`src/rtl/stc_pkg.sv`:
```
package stc_pkg;
  typedef enum logic [1:0] {
    SPD_FAST = 2'd0,
    SPD_MID  = 2'd1,
    SPD_SLOW = 2'd2,
    SPD_NONE = 2'd3
  } speed_e;

  localparam int unsigned WORD_W = 32;
endpackage

```
`src/rtl/stc_inc_reg.sv`:
```
module stc_inc_reg #(
  parameter int unsigned INC_W = 24,
  parameter logic [INC_W-1:0] INC_DEF = '0
) (
  input  logic             clk,
  input  logic             rst_n,
  input  logic             wr,
  input  logic [INC_W-1:0] wdata,
  input  logic             trim_ld,
  input  logic [INC_W-1:0] trim_val,
  output logic [INC_W-1:0] inc_q
);
  always_ff @(posedge clk) begin
    if (!rst_n)       inc_q <= INC_DEF;
    else if (trim_ld) inc_q <= trim_val;
    else if (wr)      inc_q <= wdata;
  end
endmodule

```
`src/rtl/stc_scaler.sv`:
```
module stc_scaler
  import stc_pkg::*;
#(
  parameter int unsigned INC_W = 24,
  parameter int unsigned SC_W  = INC_W + 7
) (
  input  logic [INC_W-1:0] inc,
  input  logic [1:0]       speed,
  output logic [SC_W-1:0]  scaled
);
  logic [SC_W-1:0] base;
  logic [SC_W-1:0] x10;
  logic [SC_W-1:0] x100;

  assign base = SC_W'(inc);
  assign x10  = (base << 3) + (base << 1);
  assign x100 = (base << 6) + (base << 5) + (base << 2);

  always_comb begin
    unique case (speed_e'(speed))
      SPD_MID:  scaled = x10;
      SPD_SLOW: scaled = x100;
      default:  scaled = base;
    endcase
  end
endmodule

```
`src/rtl/stc_accum.sv`:
```
module stc_accum #(
  parameter int unsigned ACC_W = 64,
  parameter int unsigned SC_W  = 31
) (
  input  logic             clk,
  input  logic             rst_n,
  input  logic             tick,
  input  logic [SC_W-1:0]  step,
  input  logic             load,
  input  logic [ACC_W-1:0] load_val,
  output logic [ACC_W-1:0] acc_q
);
  always_ff @(posedge clk) begin
    if (!rst_n)    acc_q <= '0;
    else if (load) acc_q <= load_val;
    else if (tick) acc_q <= acc_q + ACC_W'(step);
  end
endmodule

```
`src/rtl/stc_rd_port.sv`:
```
module stc_rd_port #(
  parameter int unsigned WORD_W = 32
) (
  input  logic                clk,
  input  logic                rst_n,
  input  logic                rd_en,
  input  logic                rd_sel,
  input  logic [2*WORD_W-1:0] acc,
  output logic [WORD_W-1:0]   rd_data,
  output logic                rd_vld
);
  logic [WORD_W-1:0] shadow_q;

  always_ff @(posedge clk) begin
    if (!rst_n) begin
      shadow_q <= '0;
      rd_data  <= '0;
      rd_vld   <= 1'b0;
    end else begin
      rd_vld <= rd_en;
      if (rd_en) begin
        if (rd_sel) begin
          rd_data <= shadow_q;
        end else begin
          rd_data  <= acc[WORD_W-1:0];
          shadow_q <= acc[2*WORD_W-1:WORD_W];
        end
      end
    end
  end
endmodule

```
`src/rtl/scaled_systime.sv`:
```
module scaled_systime
  import stc_pkg::*;
#(
  parameter int unsigned INC_W     = 24,
  parameter int unsigned FRAC_W    = 21,
  parameter int unsigned PERIOD_PS = 6400
) (
  input  logic                         clk,
  input  logic                         rst_n,
  input  logic                         osc_tick,
  input  logic [1:0]                   link_speed,
  input  logic                         inc_wr,
  input  logic [INC_W-1:0]             inc_wdata,
  input  logic                         trim_ld,
  input  logic [INC_W-1:0]             trim_val,
  input  logic                         set_ld,
  input  logic [WORD_W-1:0]            set_hi,
  input  logic [WORD_W-1:0]            set_lo,
  input  logic                         rd_en,
  input  logic                         rd_sel,
  output logic [WORD_W-1:0]            rd_data,
  output logic                         rd_vld,
  output logic [2*WORD_W-FRAC_W-1:0]   time_ns
);
  localparam int unsigned ACC_W = 2 * WORD_W;
  localparam int unsigned SC_W  = INC_W + 7;
  localparam longint unsigned DEF_FULL =
    (longint'(PERIOD_PS) * (64'd1 << FRAC_W)) / 64'd1000;
  localparam logic [INC_W-1:0] INC_DEF = INC_W'(DEF_FULL);

  logic [INC_W-1:0] inc_q;
  logic [SC_W-1:0]  scaled;
  logic [ACC_W-1:0] acc_q;

  stc_inc_reg #(.INC_W(INC_W), .INC_DEF(INC_DEF)) u_inc (
    .clk(clk), .rst_n(rst_n), .wr(inc_wr), .wdata(inc_wdata),
    .trim_ld(trim_ld), .trim_val(trim_val), .inc_q(inc_q)
  );

  stc_scaler #(.INC_W(INC_W), .SC_W(SC_W)) u_scale (
    .inc(inc_q), .speed(link_speed), .scaled(scaled)
  );

  stc_accum #(.ACC_W(ACC_W), .SC_W(SC_W)) u_acc (
    .clk(clk), .rst_n(rst_n), .tick(osc_tick), .step(scaled),
    .load(set_ld), .load_val({set_hi, set_lo}), .acc_q(acc_q)
  );

  stc_rd_port #(.WORD_W(WORD_W)) u_rd (
    .clk(clk), .rst_n(rst_n), .rd_en(rd_en), .rd_sel(rd_sel),
    .acc(acc_q), .rd_data(rd_data), .rd_vld(rd_vld)
  );

  assign time_ns = acc_q[ACC_W-1:FRAC_W];
endmodule

```
`config.mk`:
```
export PLATFORM = sky130hd
export DESIGN_NAME = scaled_systime
export DESIGN_NICKNAME = d
export VERILOG_FILES = /design/src/rtl/stc_pkg.sv /design/src/rtl/stc_inc_reg.sv /design/src/rtl/stc_scaler.sv /design/src/rtl/stc_accum.sv /design/src/rtl/stc_rd_port.sv /design/src/rtl/scaled_systime.sv
export SDC_FILE = /design/constraint.sdc
export NUM_CORES = 1
export LEC_CHECK = 0
export BUFFER_PORTS_ARGS = -buffer_cell sky130_fd_sc_hd__buf_4
export CORE_MARGIN = 4
export CORE_UTILIZATION = 50
export CTS_CLUSTER_DIAMETER = 60
export DETAILED_ROUTE_END_ITERATION = 10
export PLACE_DENSITY_LB_ADDON = 0.2
export SLEW_MARGIN = 25
export SYNTH_ARGS = -nofsm -noshare
export SYNTH_HDL_FRONTEND = slang
export SYNTH_SLANG_ARGS = --single-unit
```
`constraint.sdc`:
```
create_clock -name clk -period 6.1 [get_ports clk]
set_input_delay 0.61 -clock clk [delete_from_list [all_inputs] [get_ports clk]]
set_output_delay 0.61 -clock clk [all_outputs]
set_load 0.005 [all_outputs]
```
==> results.tsv, run 1 <==
stage	metric	value	unit
logic_synthesis	synthCells	1516	
placed_design	place_ws	0.583	ns
timing	fin_worst_skew	0.0177	ns
route	route.detailed.drc	0	
floorplanning	initial_core_util	51.1	%
logic_synthesis	yosysUniqueCellTypes	81	
clock_tree	cts.clk_slew.worst_paths	0.07	ns
worst_setup_path	slowest_stage	nor3_2	
timing	max_freq	178	MHz
clock_tree	clk_path_buf_depth	2	
timing	setup_viol	0	
logic_synthesis	synth_ff_type	dfxtp_1	
timing	min_period	5.61	ns
layout	n_antenna_cell	0	
worst_setup_path	cpPeakStageDelay	0.62	ns
placed_design	dp_hpwl	26500	um
logic_synthesis	netlist_area	0.0121	mm2
route	drt-initial-drc-count	845	
global_route	grt_start_max_net_pins	96	
floorplanning	rows	56	
power_and_ir_drop	p_total	3640	uW
timing	worstMarginPinSlew	0.929	ns
worst_setup_path	required	6.44	ns
logic_synthesis	yosysTopAreaCellShare	25.4	%
clock_tree	clock_latency	0.44	ns
worst_setup_path	cp.depth	20	
worst_hold_path	hp-class	in -> reg	
worst_setup_path	critPathLaunchType	register	
timing	grt_setup_unrepaired	false	
layout	nNetsFinal	1848	
layout	area_delta_synth_final	16.1	%
run_status	outcome	finished clean	
logic_synthesis	synth-warning-count	0	
floorplanning	dieWidth	163	um
global_route	grt_pass1_wl	56200	um
clock_tree	cts_tree	yes	
floorplanning	pin_count	198	
worst_setup_path	crit_start	u_inc.inc_q[4]$_SDFFE_PN0P_	
timing	slew_headroom	38.0	%
timing	worst_slack	0.487	ns
clock_tree	numCtsBuffers	17	
global_route	antenna_found_initial	0	
timing	layout_worst_path_cycle_share	92.0	%
logic_synthesis	yosys_register_bits	153	
clock_tree	cts.sinks	153	
flow_run	cap_violations	0	
global_route	first_global_vias	10900	
clock_tree	cts_htree_levels	4	
timing	finalSetupTns	0	ns
route	final_antenna_net_count	0	
worst_setup_path	r2r_cells	20	
global_route	globalRouteTotalUtil	25.9	%
power_and_ir_drop	leakage	0.00588	uW
global_route	grt_overflow	0	
route	dr.pass1.iters	5	
logic_synthesis	synth.cells.most_frequent	a21oi_1, dfxtp_1, nand2_1	
clock_tree	cts_hold_buf	0	
worst_setup_path	critical_path.top_delay_family	simple AND/OR/NAND/NOR gates	
timing	final_hold_viol_count	0	
timing	report.final.slew_viol_count	0	
worst_setup_path	rrSetupSlack	0.49	ns
logic_synthesis	synth_fp_nets	1746	
placed_design	numPortBuffers	197	
logic_synthesis	ys_seq_area_share	25.4	%
clock_tree	clockRootBuffer	clkbuf_16	
floorplanning	fp.dieH	163	um
logic_synthesis	synth_edf_count	0	
logic_synthesis	synth.largest_area_cell	dfxtp_1	
logic_synthesis	synth_area_leaders	dfxtp_1, ha_1, a21oi_1, mux2i_1, nand2_1	
worst_setup_path	cp_num_buf_inv	1	
placed_design	gp_congestion	0.901	
worst_setup_path	critical_path_class	reg -> reg	
logic_synthesis	syn_avg_cell_area	7.97	um2
route	avgRoutedWirePerCell	18.2	um
worst_setup_path	cp.arrival	5.96	ns
layout	fillers	2198	
route	routed_wl	35500	um
logic_synthesis	yosysMostFrequentCell	a21oi_1	
worst_setup_path	crit_path_end	u_acc.acc_q[32]$_SDFFE_PN0P_	
worst_setup_path	endpoint_kind	register	
clock_tree	postCtsSetupBuffers	0	
logic_synthesis	async_reset_ff_share	0	%
clock_tree	post_cts_resized	0	
route	via_per_inst	5.98	
worst_setup_path	crit_chain	fa_1, ha_1, inv_1, fa_1, nand2b_1, a21oi_1, o211ai_1, nand3_1, a311oi_1, xnor2_1, a221oi_1, a21oi_1, ha_1, and4_1, a221oi_1, nor2b_1, nor3_2, nor3_1, xnor2_1, a211oi_1	
layout	layout-drive-gt1-share	17.4	%
power_and_ir_drop	powerDensity	260	mW/mm2
worst_setup_path	r2r_start	u_inc.inc_q[4]$_SDFFE_PN0P_	
route	via_count	11700	
worst_setup_path	path_max_fanout	9	
worst_setup_path	reg2reg_to	u_acc.acc_q[32]$_SDFFE_PN0P_	
floorplanning	fp.coreArea	0.0236	mm2
power_and_ir_drop	vdd_drop_max	0.000153	V
floorplanning	dieArea	0.0267	mm2
[metal layers]
layer | share of wire (%) | vias up | GRT usage [%]
li1 | - | 5671 | -
met1 | 45 | 5589 | 35.3
met2 | 48 | 344 | 43.5
met3 | 5.3 | 54 | 3.99
met4 | 1.8 | 0 | 5.83
met5 | 0 | - | 0
[report_power, final]
group | total, uW | internal [uW] | switching [uW]
combinational | 1360 | 600 | 760
sequential | 1170 | 1070 | 101
clock | 1110 | 622 | 490
total | 3640 | 2290 | 1350
[tightest hold or removal path: stages]
cell and delay (ns):
buf_4 0.08, mux2i_1 0.05, nand2_1 0.06
[per-stage QoR]
step	std cells	area (um2)	util, %	hold slack [ns]
2_1_floorplan	1516	12100	-	0.436
3_3_place_gp	1917	13400	56.7	0.441
3_5_place_dp	1917	13400	56.7	0.449
4_1_cts	1948	14000	59.3	0.379
5_1_grt	1949	14000	59.4	0.395
6_report	1949	14000	59.4	0.388
[layout by cell type, fill, tap and decap left out, types with 6 or more instances in the layout]
| cell type | Yosys | routed |
|---|---|---|
| nor2_1 | 131 | 131 |
| nand2b_1 | 15 | 15 |
| nand3_1 | 25 | 25 |
| o31ai_1 | 6 | 6 |
| fa_1 | 23 | 23 |
| a221oi_1 | 10 | 10 |
| a211oi_1 | 63 | 63 |
| mux2i_1 | 69 | 69 |
| a22oi_1 | 7 | 7 |
| clkbuf_16 | 0 | 17 |
| o21a_1 | 15 | 15 |
| and3_1 | 14 | 14 |
| xor2_1 | 21 | 21 |
| inv_8 | 0 | 6 |
| xnor2_1 | 61 | 61 |
| nor2b_1 | 14 | 13 |
| a31oi_1 | 19 | 19 |
| a21oi_1 | 174 | 174 |
| buf_4 | 43 | 206 |
| mux2_2 | 7 | 7 |
| inv_1 | 41 | 40 |
| ha_1 | 85 | 85 |
| nor4_1 | 7 | 7 |
| nand2_1 | 144 | 144 |
| o211ai_1 | 11 | 11 |
| a21o_1 | 32 | 32 |
| o21ai_0 | 95 | 95 |
| nor3_1 | 22 | 22 |
| nand4_1 | 17 | 17 |
| or3_1 | 6 | 6 |
| dfxtp_1 | 153 | 153 |
| a41oi_1 | 7 | 7 |
| o21bai_1 | 6 | 6 |
[state kept, by name (all words and copies together) (netlist names)]
signal and count:
u_rd.shadow_q 32, u_rd.rd_vld 1, u_inc.inc_q 24, u_rd.rd_data 32, u_acc.acc_q 64
[layout make-up]
| class | instances | area, um2 | share of cell area [%] |
|---|---|---|---|
| repair buffers | 207 | 1570 | 11.2 |
| clock inverters | 14 | 178 | 1.27 |
| clock buffers | 17 | 425 | 3.03 |
| multi-input cells | 1196 | 8220 | 58.6 |
| well taps | 319 | 399 | 2.85 |
| flip-flops and latches | 153 | 3060 | 21.8 |
| inverters | 43 | 161 | 1.15 |
[cells by family after synthesis]
logic type / count (synthesis) / share of synthesized area, %
AOI/OAI and AO/OA: 501 / 26.5
and+or+nand+nor: 428 / 16.5
buffers and inverters: 167 / 6.56
DFF: 153 / 25.4
adders and majority gates: 108 / 12.6
xor gates and xnor gates: 82 / 5.95
muxes: 77 / 6.47
[how the worst min path moves through the flow]
stage / cells after the start / slack, ns / endpoint / start
finish: 3 / 0.39 / u_inc.inc_q[10]$_SDFFE_PN1P_ / trim_val[10]
CTS: 3 / 0.38 / u_inc.inc_q[19]$_SDFFE_PN1P_ / trim_val[19]
global placement: 2 / 0.44 / u_rd.shadow_q[13]$_SDFFE_PN0P_ / u_rd.shadow_q[13]$_SDFFE_PN0P_
detailed placement: 2 / 0.45 / u_rd.shadow_q[16]$_SDFFE_PN0P_ / u_rd.shadow_q[16]$_SDFFE_PN0P_
floorplan: 2 / 0.44 / u_rd.shadow_q[0]$_SDFFE_PN0P_ / u_rd.shadow_q[0]$_SDFFE_PN0P_
global route: 3 / 0.39 / u_inc.inc_q[23]$_SDFFE_PN1P_ / trim_val[23]
No activity file was read; power rests on OpenSTA's default activity.
==> run 2: changes to the inputs <==
- SYNTH_HIERARCHICAL: default -> 1
- clock period: 6.1 -> 4.65 ns (I/O delays scaled with it)
==> results.tsv, run 2 <==
stage	metric	value	unit	change
run_status	outcome	finished with violations		was finished clean
run_status	violations	setup timing		
timing	worst_slack	-0.580	ns	was 0.487 ns
worst_setup_path	required	4.98	ns	was 6.44 ns
global_route	grt_start_max_net_pins	159		was 96
worst_setup_path	endpoint_kind	register		unchanged
route	route.detailed.drc	0		unchanged
worst_hold_path	hp-class	in -> reg		unchanged
clock_tree	clk_path_buf_depth	2		unchanged
floorplanning	dieArea	0.0273	mm2	was 0.0267 mm2
floorplanning	fp.coreArea	0.0243	mm2	was 0.0236 mm2
logic_synthesis	ys_seq_area_share	24.8	%	was 25.4%
logic_synthesis	async_reset_ff_share	0	%	unchanged
layout	layout_common_cells	buf_4, a21oi_1, dfxtp_1, nand2_1, o21ai_0		was buf_4, a21oi_1, dfxtp_1, nand2_1, nor2_1
logic_synthesis	synth_area_leaders	dfxtp_1, ha_1, a21oi_1, o21ai_0, nand2_1		was dfxtp_1, ha_1, a21oi_1, mux2i_1, nand2_1
worst_setup_path	rrSetupSlack	-0.58	ns	was 0.49 ns
global_route	grt_overflow	0		unchanged
timing	worstMarginPinSlew	0.897	ns	was 0.929 ns
power_and_ir_drop	p_total	5550	uW	was 3640 uW
clock_tree	clock_latency	0.44	ns	about the same
floorplanning	rows	57		was 56
global_route	antenna_found_initial	0		unchanged
layout	n_antenna_cell	0		unchanged
floorplanning	dieWidth	165	um	was 163 um
route	routed_wl	39800	um	was 35500 um
layout	layout-drive-gt1-share	36.6	%	was 17.4%
floorplanning	fp.dieH	165	um	was 163 um
logic_synthesis	synth_edf_count	0		unchanged
placed_design	placed_cell_area	0.0152	mm2	was 0.0134 mm2
route	via_per_inst	5.86		was 5.98
clock_tree	numCtsBuffers	17		unchanged
layout	largest_registers	u_acc/acc_q: 64 flops, u_rd/rd_data: 32 flops, u_rd/shadow_q: 32 flops		was u_acc.acc_q: 64 flops, u_rd.rd_data: 32 flops, u_rd.shadow_q: 32 flops
route	final_antenna_net_count	0		unchanged
logic_synthesis	synth-warning-count	6		was 0
placed_design	dpl.cell_count	2063		was 1917
placed_design	dp_hpwl	28900	um	was 26500 um
floorplanning	pin_count	198		unchanged
logic_synthesis	yosysMostFrequentCell	a21oi_1		unchanged
global_route	globalRouteTotalUtil	27.8	%	was 25.9%
timing	setup_viol	38		was 0
clock_tree	cts.sinks	153		unchanged
layout	area_delta_synth_final	36.1	%	was 16.1%
layout	largest_reg_flops	64		unchanged
worst_setup_path	cp.arrival	5.56	ns	was 5.96 ns
timing	finalSetupTns	-15.03	ns	was 0 ns
placed_design	numPortBuffers	197		unchanged
worst_setup_path	r2r_start	u_inc/inc_q[1]$_SDFFE_PN0P_		was u_inc.inc_q[4]$_SDFFE_PN0P_
clock_tree	cts_tree	yes		unchanged
logic_synthesis	synth.largest_area_cell	dfxtp_1		unchanged
logic_synthesis	synth_ff_type	dfxtp_1		unchanged
worst_setup_path	crit_path_end	u_acc/acc_q[59]$_SDFFE_PN0P_		was u_acc.acc_q[32]$_SDFFE_PN0P_
power_and_ir_drop	vdd_drop_max	0.000204	V	was 0.000153 V
route	drt-initial-drc-count	1003		was 845
logic_synthesis	yosys_register_bits	153		unchanged
layout	top_register	u_acc/acc_q		was u_acc.acc_q
timing	final_hold_viol_count	0		unchanged
layout	fin_cells	2136		was 1949
logic_synthesis	netlist_area	0.0124	mm2	was 0.0121 mm2
worst_setup_path	cp_num_buf_inv	4		was 1
route	via_count	12500		was 11700
timing	slew_headroom	40.1	%	was 38.0%
layout	nNetsFinal	2028		was 1848
clock_tree	cts.clk_slew.worst_paths	0.08	ns	was 0.07 ns
worst_setup_path	path_max_fanout	5		was 9
timing	grt_setup_unrepaired	true		was false
timing	layout_worst_path_cycle_share	112	%	was 92.0%
layout	final_common_cell	buf_4		unchanged
timing	max_freq	191	MHz	was 178 MHz
timing	fin_worst_skew	0.0182	ns	was 0.0177 ns
worst_setup_path	critical_path.top_delay_family	compound AO/OA/AOI/OAI gates		was simple AND/OR/NAND/NOR gates
worst_setup_path	slowest_stage	fa_1		was nor3_2
global_route	first_global_vias	12000		was 10900
worst_setup_path	cpPeakStageDelay	0.51	ns	was 0.62 ns
power_and_ir_drop	powerDensity	330	mW/mm2	was 260 mW/mm2
worst_setup_path	crit_chain	fa_1, ha_2, inv_2, fa_2, nor2b_2, o2111ai_2, and3_4, o31ai_4, buf_6, a221o_1, a21o_1, xnor2_1, o22ai_1, ha_1, buf_6, nand2_1, o21ai_1, a221o_1, o211ai_4, a2111oi_4, buf_2, a41oi_1, o311a_1		was fa_1, ha_1, inv_1, fa_1, nand2b_1, a21oi_1, o211ai_1, nand3_1, a311oi_1, xnor2_1, a221oi_1, a21oi_1, ha_1, and4_1, a221oi_1, nor2b_1, nor3_2, nor3_1, xnor2_1, a211oi_1
route	dr.pass1.iters	5		unchanged
layout	design_area	0.0168	mm2	was 0.0140 mm2
clock_tree	cts_htree_levels	4		unchanged
route	avgRoutedWirePerCell	18.6	um	was 18.2 um
timing	min_period	5.23	ns	was 5.61 ns
logic_synthesis	syn_avg_cell_area	8.55	um2	was 7.97 um2
floorplanning	initial_core_util	50.9	%	was 51.1%
logic_synthesis	yosysTopAreaCellShare	24.8	%	was 25.4%
worst_setup_path	critPathLaunchType	register		unchanged
power_and_ir_drop	leakage	0.00738	uW	was 0.00588 uW
flow_run	cap_violations	0		unchanged
placed_design	gp_congestion	0.910		was 0.901
logic_synthesis	synth.cells.most_frequent	a21oi_1, dfxtp_1, nand2_1		unchanged
worst_setup_path	critical_path_class	reg -> reg		unchanged
worst_setup_path	r2r_cells	23		was 20
logic_synthesis	synthCells	1446		was 1516
global_route	grt_pass1_wl	61900	um	was 56200 um
clock_tree	clockRootBuffer	clkbuf_16		unchanged
logic_synthesis	synth_fp_nets	1675		was 1746
worst_setup_path	cp.depth	23		was 20
worst_setup_path	crit_start	u_inc/inc_q[1]$_SDFFE_PN0P_		was u_inc.inc_q[4]$_SDFFE_PN0P_
layout	utilization	69.2	%	was 59.4%
worst_setup_path	reg2reg_to	u_acc/acc_q[59]$_SDFFE_PN0P_		was u_acc.acc_q[32]$_SDFFE_PN0P_
logic_synthesis	yosysUniqueCellTypes	108		was 81
timing	report.final.slew_viol_count	0		unchanged
run 2: worst min-delay path by stage:
| stage | cells past startpoint | start | slack, ns | end |
|---|---|---|---|---|
| 2_1_floorplan | 2 | u_rd/shadow_q[0]$_SDFFE_PN0P_ | 0.44 | u_rd/shadow_q[0]$_SDFFE_PN0P_ |
| 3_3_place_gp | 2 | u_rd/shadow_q[12]$_SDFFE_PN0P_ | 0.45 | u_rd/shadow_q[12]$_SDFFE_PN0P_ |
| 3_5_place_dp | 2 | u_rd/shadow_q[18]$_SDFFE_PN0P_ | 0.46 | u_rd/shadow_q[18]$_SDFFE_PN0P_ |
| 4_1_cts | 2 | set_lo[1] | 0.25 | u_acc/acc_q[1]$_SDFFE_PN0P_ |
| 5_1_grt | 2 | set_lo[1] | 0.25 | u_acc/acc_q[1]$_SDFFE_PN0P_ |
| 6_report | 2 | set_lo[1] | 0.25 | u_acc/acc_q[1]$_SDFFE_PN0P_ |
run 2: layout make-up:
type	instances	area, um2
fill	1933	7480
clock inverter	14	149
multi-input combinational	1166	9330
tap	324	405
clock buffer	18	439
sequential	153	3100
inverter	44	165
timing repair buffer	417	3250
run 2: timing repair:
| action | in CTS | in global routing |
|---|---|---|
| setup buffers | 21 | 19 |
| hold buffers | 0 | 0 |
| hold endpoints to repair | 0 | 0 |
| setup endpoints to repair | 42 | 51 |
| pin swaps | 40 | 54 |
| resized for setup | 78 | 79 |
| cloned | 1 | 0 |
run 2: cells by family after synthesis:
group | synth area share (%)
compound gates | 30.4
simple gates | 15.7
mux | 5.61
fa+ha+maj | 12.2
xor+xnor | 5.45
buf+inv | 5.83
flops | 24.8
run 2: worst reg2reg max path, stage by stage, from the launching register on:
cell and delay [ns]:
dfxtp_4 0.37, fa_1 0.51, ha_2 0.19, inv_2 0.04, fa_2 0.34, nor2b_2 0.15
o2111ai_2 0.15, and3_4 0.20, o31ai_4 0.24, buf_6 0.16, a221o_1 0.13, a21o_1 0.17
xnor2_1 0.14, o22ai_1 0.11, ha_1 0.35, buf_6 0.14, nand2_1 0.06, o21ai_1 0.25
a221o_1 0.27, o211ai_4 0.13, a2111oi_4 0.36, buf_2 0.22, a41oi_1 0.12, o311a_1 0.31
run 2: routing by layer:
layer	up-vias	wire, um	global-route usage, %
li1	6052	-	-
met1	5945	17400	36.9
met2	467	19300	47.5
met3	60	2210	2.68
met4	0	915	9.26
met5	-	0	0
run 2: through the flow:
stage	hold WS [ns]	worst slack, ns
final	0.255	-0.580
after global placement	0.452	-0.486
after floorplan	0.443	-0.241
after detailed placement	0.458	-0.614
after global routing	0.249	-0.783
after CTS	0.248	-0.485
run 2: where the power goes:
| group | switching, uW | total [uW] | internal [uW] |
|---|---|---|---|
| logic | 1280 | 2600 | 1310 |
| registers | 119 | 1520 | 1400 |
| clock network | 702 | 1440 | 735 |
==> run 3: changes to the inputs <==
- ABC_AREA: default -> 1
- CAP_MARGIN: default -> 20
==> results.tsv, run 3 <==
stage	metric	value	unit	change
run_status	outcome	finished clean		was finished with violations
route	dr.pass1.iters	6		was 5
route	via_count	17700		was 12500
clock_tree	cts.sinks	153		unchanged
worst_setup_path	endpoint_kind	register		unchanged
global_route	antenna_found_initial	1		was 0
global_route	grt_overflow	0		unchanged
logic_synthesis	synth.largest_area_cell	nand2_1		was dfxtp_1
layout	fillers	3027		was 1933
logic_synthesis	synth_fp_nets	2833		was 1675
placed_design	gp_congestion	1.05		was 0.910
logic_synthesis	synthCells	2604		was 1446
placed_design	dp_hpwl	48300	um	was 28900 um
global_route	grt_start_max_net_pins	99		was 159
route	drt-initial-drc-count	1801		was 1003
layout	nNetsFinal	3036		was 2028
clock_tree	clockRootBuffer	clkbuf_16		unchanged
clock_tree	clock_latency	0.45	ns	was 0.44 ns
power_and_ir_drop	p_total	5180	uW	was 5550 uW
placed_design	numPortBuffers	197		unchanged
logic_synthesis	yosysUniqueCellTypes	46		was 108
layout	regArea	0.00309	mm2	was 0.00310 mm2
power_and_ir_drop	leakage	0.00938	uW	was 0.00738 uW
clock_tree	cts_tree	yes		unchanged
logic_synthesis	synth.cells.most_frequent	nand2_1, inv_1, nor2_1		was a21oi_1, dfxtp_1, nand2_1
timing	worstMarginPinSlew	0.963	ns	was 0.897 ns
worst_setup_path	required	5.03	ns	was 4.98 ns
global_route	grt_pass1_wl	91400	um	was 61900 um
floorplanning	initial_core_util	50.6	%	was 50.9%
floorplanning	rows	63		was 57
layout	largest_reg_flops	64		unchanged
clock_tree	clk_path_buf_depth	2		unchanged
clock_tree	cts_hold_buf	0		unchanged
logic_synthesis	async_reset_ff_share	0	%	unchanged
worst_hold_path	hp-class	in -> reg		unchanged
logic_synthesis	synth_ff_type	dfxtp_1		unchanged
logic_synthesis	netlist_area	0.0149	mm2	was 0.0124 mm2
route	via_per_inst	5.50		was 5.86
worst_setup_path	critical_path_class	reg -> reg		unchanged
logic_synthesis	synth_edf_count	0		unchanged
layout	top_register	u_acc/acc_q		unchanged
worst_setup_path	cp.arrival	4.80	ns	was 5.56 ns
layout	final_common_cell	nand2_1		was buf_4
timing	setup_viol	0		was 38
route	routed_wl	59900	um	was 39800 um
timing	min_period	4.43	ns	was 5.23 ns
timing	fin_worst_skew	0.0123	ns	was 0.0182 ns
logic_synthesis	syn_avg_cell_area	5.74	um2	was 8.55 um2
power_and_ir_drop	vdd_drop_max	0.000228	V	was 0.000204 V
worst_setup_path	cpPeakStageDelay	0.55	ns	was 0.51 ns
timing	layout_worst_path_cycle_share	95.2	%	was 112%
timing	max_freq	226	MHz	was 191 MHz
floorplanning	dieWidth	181	um	was 165 um
clock_tree	cts.clk_slew.worst_paths	0.07	ns	was 0.08 ns
timing	slew_headroom	35.6	%	was 40.1%
logic_synthesis	yosys_register_bits	153		unchanged
floorplanning	pin_count	198		unchanged
route	avgRoutedWirePerCell	18.7	um	was 18.6 um
power_and_ir_drop	powerDensity	294	mW/mm2	was 330 mW/mm2
placed_design	place_ws	-0.0771	ns	was -0.614 ns
layout	area_delta_synth_final	18.2	%	was 36.1%
floorplanning	fp.dieH	181	um	was 165 um
route	route.detailed.drc	0		unchanged
worst_setup_path	crit_top_cell	nand2_1		
timing	final_hold_viol_count	0		unchanged
clock_tree	cts_htree_levels	4		unchanged
route	final_antenna_net_count	0		unchanged
logic_synthesis	yosysTopAreaCellShare	22.2	%	was 24.8%
global_route	globalRouteTotalUtil	35.6	%	was 27.8%
logic_synthesis	synth-warning-count	6		unchanged
logic_synthesis	synth_area_leaders	nand2_1, dfxtp_1, inv_1, nor2_1, nand3_1		was dfxtp_1, ha_1, a21oi_1, o21ai_0, nand2_1
floorplanning	dieArea	0.0327	mm2	was 0.0273 mm2
timing	worst_slack	0.221	ns	was -0.580 ns
floorplanning	fp.coreArea	0.0296	mm2	was 0.0243 mm2
global_route	first_global_vias	16200		was 12000
logic_synthesis	yosysMostFrequentCell	nand2_1		was a21oi_1
worst_setup_path	path_max_fanout	6		was 5
layout	multi_input_area	0.00993	mm2	was 0.00933 mm2
worst_setup_path	cp_num_buf_inv	4		unchanged
layout	layout_common_cells	nand2_1, inv_1, nor2_1, buf_4, nand3_1		was buf_4, a21oi_1, dfxtp_1, nand2_1, o21ai_0
worst_setup_path	critPathLaunchType	register		unchanged
worst_setup_path	slowest_stage	fa_1		unchanged
clock_tree	numCtsBuffers	17		unchanged
worst_setup_path	critical_path.top_delay_family	adder cells		was compound AO/OA/AOI/OAI gates
flow_run	cap_violations	0		unchanged
layout	largest_registers	u_acc/acc_q: 64 flops, u_rd/rd_data: 32 flops, u_rd/shadow_q: 32 flops		unchanged
timing	report.final.slew_viol_count	0		unchanged
logic_synthesis	ys_seq_area_share	20.5	%	was 24.8%
layout	layout-drive-gt1-share	15.3	%	was 36.6%
## run 3: cell types whose count changed after synthesis, moves of 52 or more
cell | before | now
nand3_1 | 25 | 212
inv_1 | 43 | 410
xnor2_1 | 55 | 0
nor2_1 | 45 | 294
nand2_1 | 140 | 885
o21ai_0 | 115 | 63
## run 3: final timing paths
check | from | end | slack (ns) | cells after the start
worst max-delay path | u_inc/inc_q[0]$_SDFFE_PN0P_ | u_acc/acc_q[25]$_SDFFE_PN0P_ | 0.22 | 26
worst min-delay path | inc_wdata[23] | u_inc/inc_q[23]$_SDFFE_PN1P_ | 0.21 | 3
worst max register to register | u_inc/inc_q[0]$_SDFFE_PN0P_ | u_acc/acc_q[25]$_SDFFE_PN0P_ | 0.22 | 26
worst min register to register | u_rd/shadow_q[25]$_SDFFE_PN0P_ | u_rd/shadow_q[25]$_SDFFE_PN0P_ | 0.49 | 2
## run 3: timing repair
item,CTS,global route
buffers inserted,0,1
endpoints found under the setup margin,3,47
pin swaps,0,1
resized for setup,2,39
hold endpoints to repair,0,0
## run 3: per-layer routing
metal / vias to the layer above / global-route usage (%) / routed length (um)
met1: 8133 / 50.5 / 26800
met3: 119 / 11.7 / 6910
met2: 842 / 51.2 / 24200
met5: - / 0 / 13
met4: 2 / 11.3 / 1880
li1: 8558 / - / -
## run 3: per-stage QoR
step | setup TNS [ns] | util, % | std cells | instance area, um2 | hold WS (ns)
6_report | 0 | 59.7 | 3211 | 17700 | 0.215
5_1_grt | -0.000667 | 59.7 | 3210 | 17700 | 0.215
4_1_cts | 0 | 59.4 | 3209 | 17600 | 0.198
3_5_place_dp | -0.170 | 57.2 | 3177 | 16900 | 0.473
3_3_place_gp | -0.179 | 57.2 | 3177 | 16900 | 0.463
2_1_floorplan | 0 | - | 2604 | 14900 | 0.455
## run 3: logic make-up after synthesis
| family | count (synthesis) | share of synthesized area (%) |
|---|---|---|
| xor+xnor | 17 | 0.996 |
| buf+inv | 500 | 13.8 |
| fa+ha+maj | 107 | 10.1 |
| flops | 153 | 20.5 |
| simple gates | 1551 | 44.1 |
| compound gates | 276 | 10.6 |
## run 3: where the power goes
part / switching (uW) / total [uW] / internal (uW) / leakage, uW
registers: 152 / 1560 / 1410 / 0.00127
logic: 1350 / 2130 / 771 / 0.00780
clock network: 648 / 1500 / 852 / 0.000304
## run 3: worst register-to-register path, delay by kind of cell, from the launching register on
kind                       cells  cell delay, ns
adders and majority gates      4            1.53
and+or+nand+nor               15            1.47
DFF                            1            0.38
buffers and inverters          4            0.37
AOI/OAI and AO/OA              2            0.32
xor gates and xnor gates       1            0.29
## run 3: area by class of cell
type | count | area share (%)
Multi-Input combinational cell | 1951 | 56.2
Inverter | 426 | 9.05
Timing Repair Buffer | 258 | 11.0
Tap cell | 390 | 2.76
Sequential cell | 153 | 17.5
Clock buffer | 20 | 2.64
Clock inverter | 12 | 0.850
Antenna cell | 1 | 0.0142
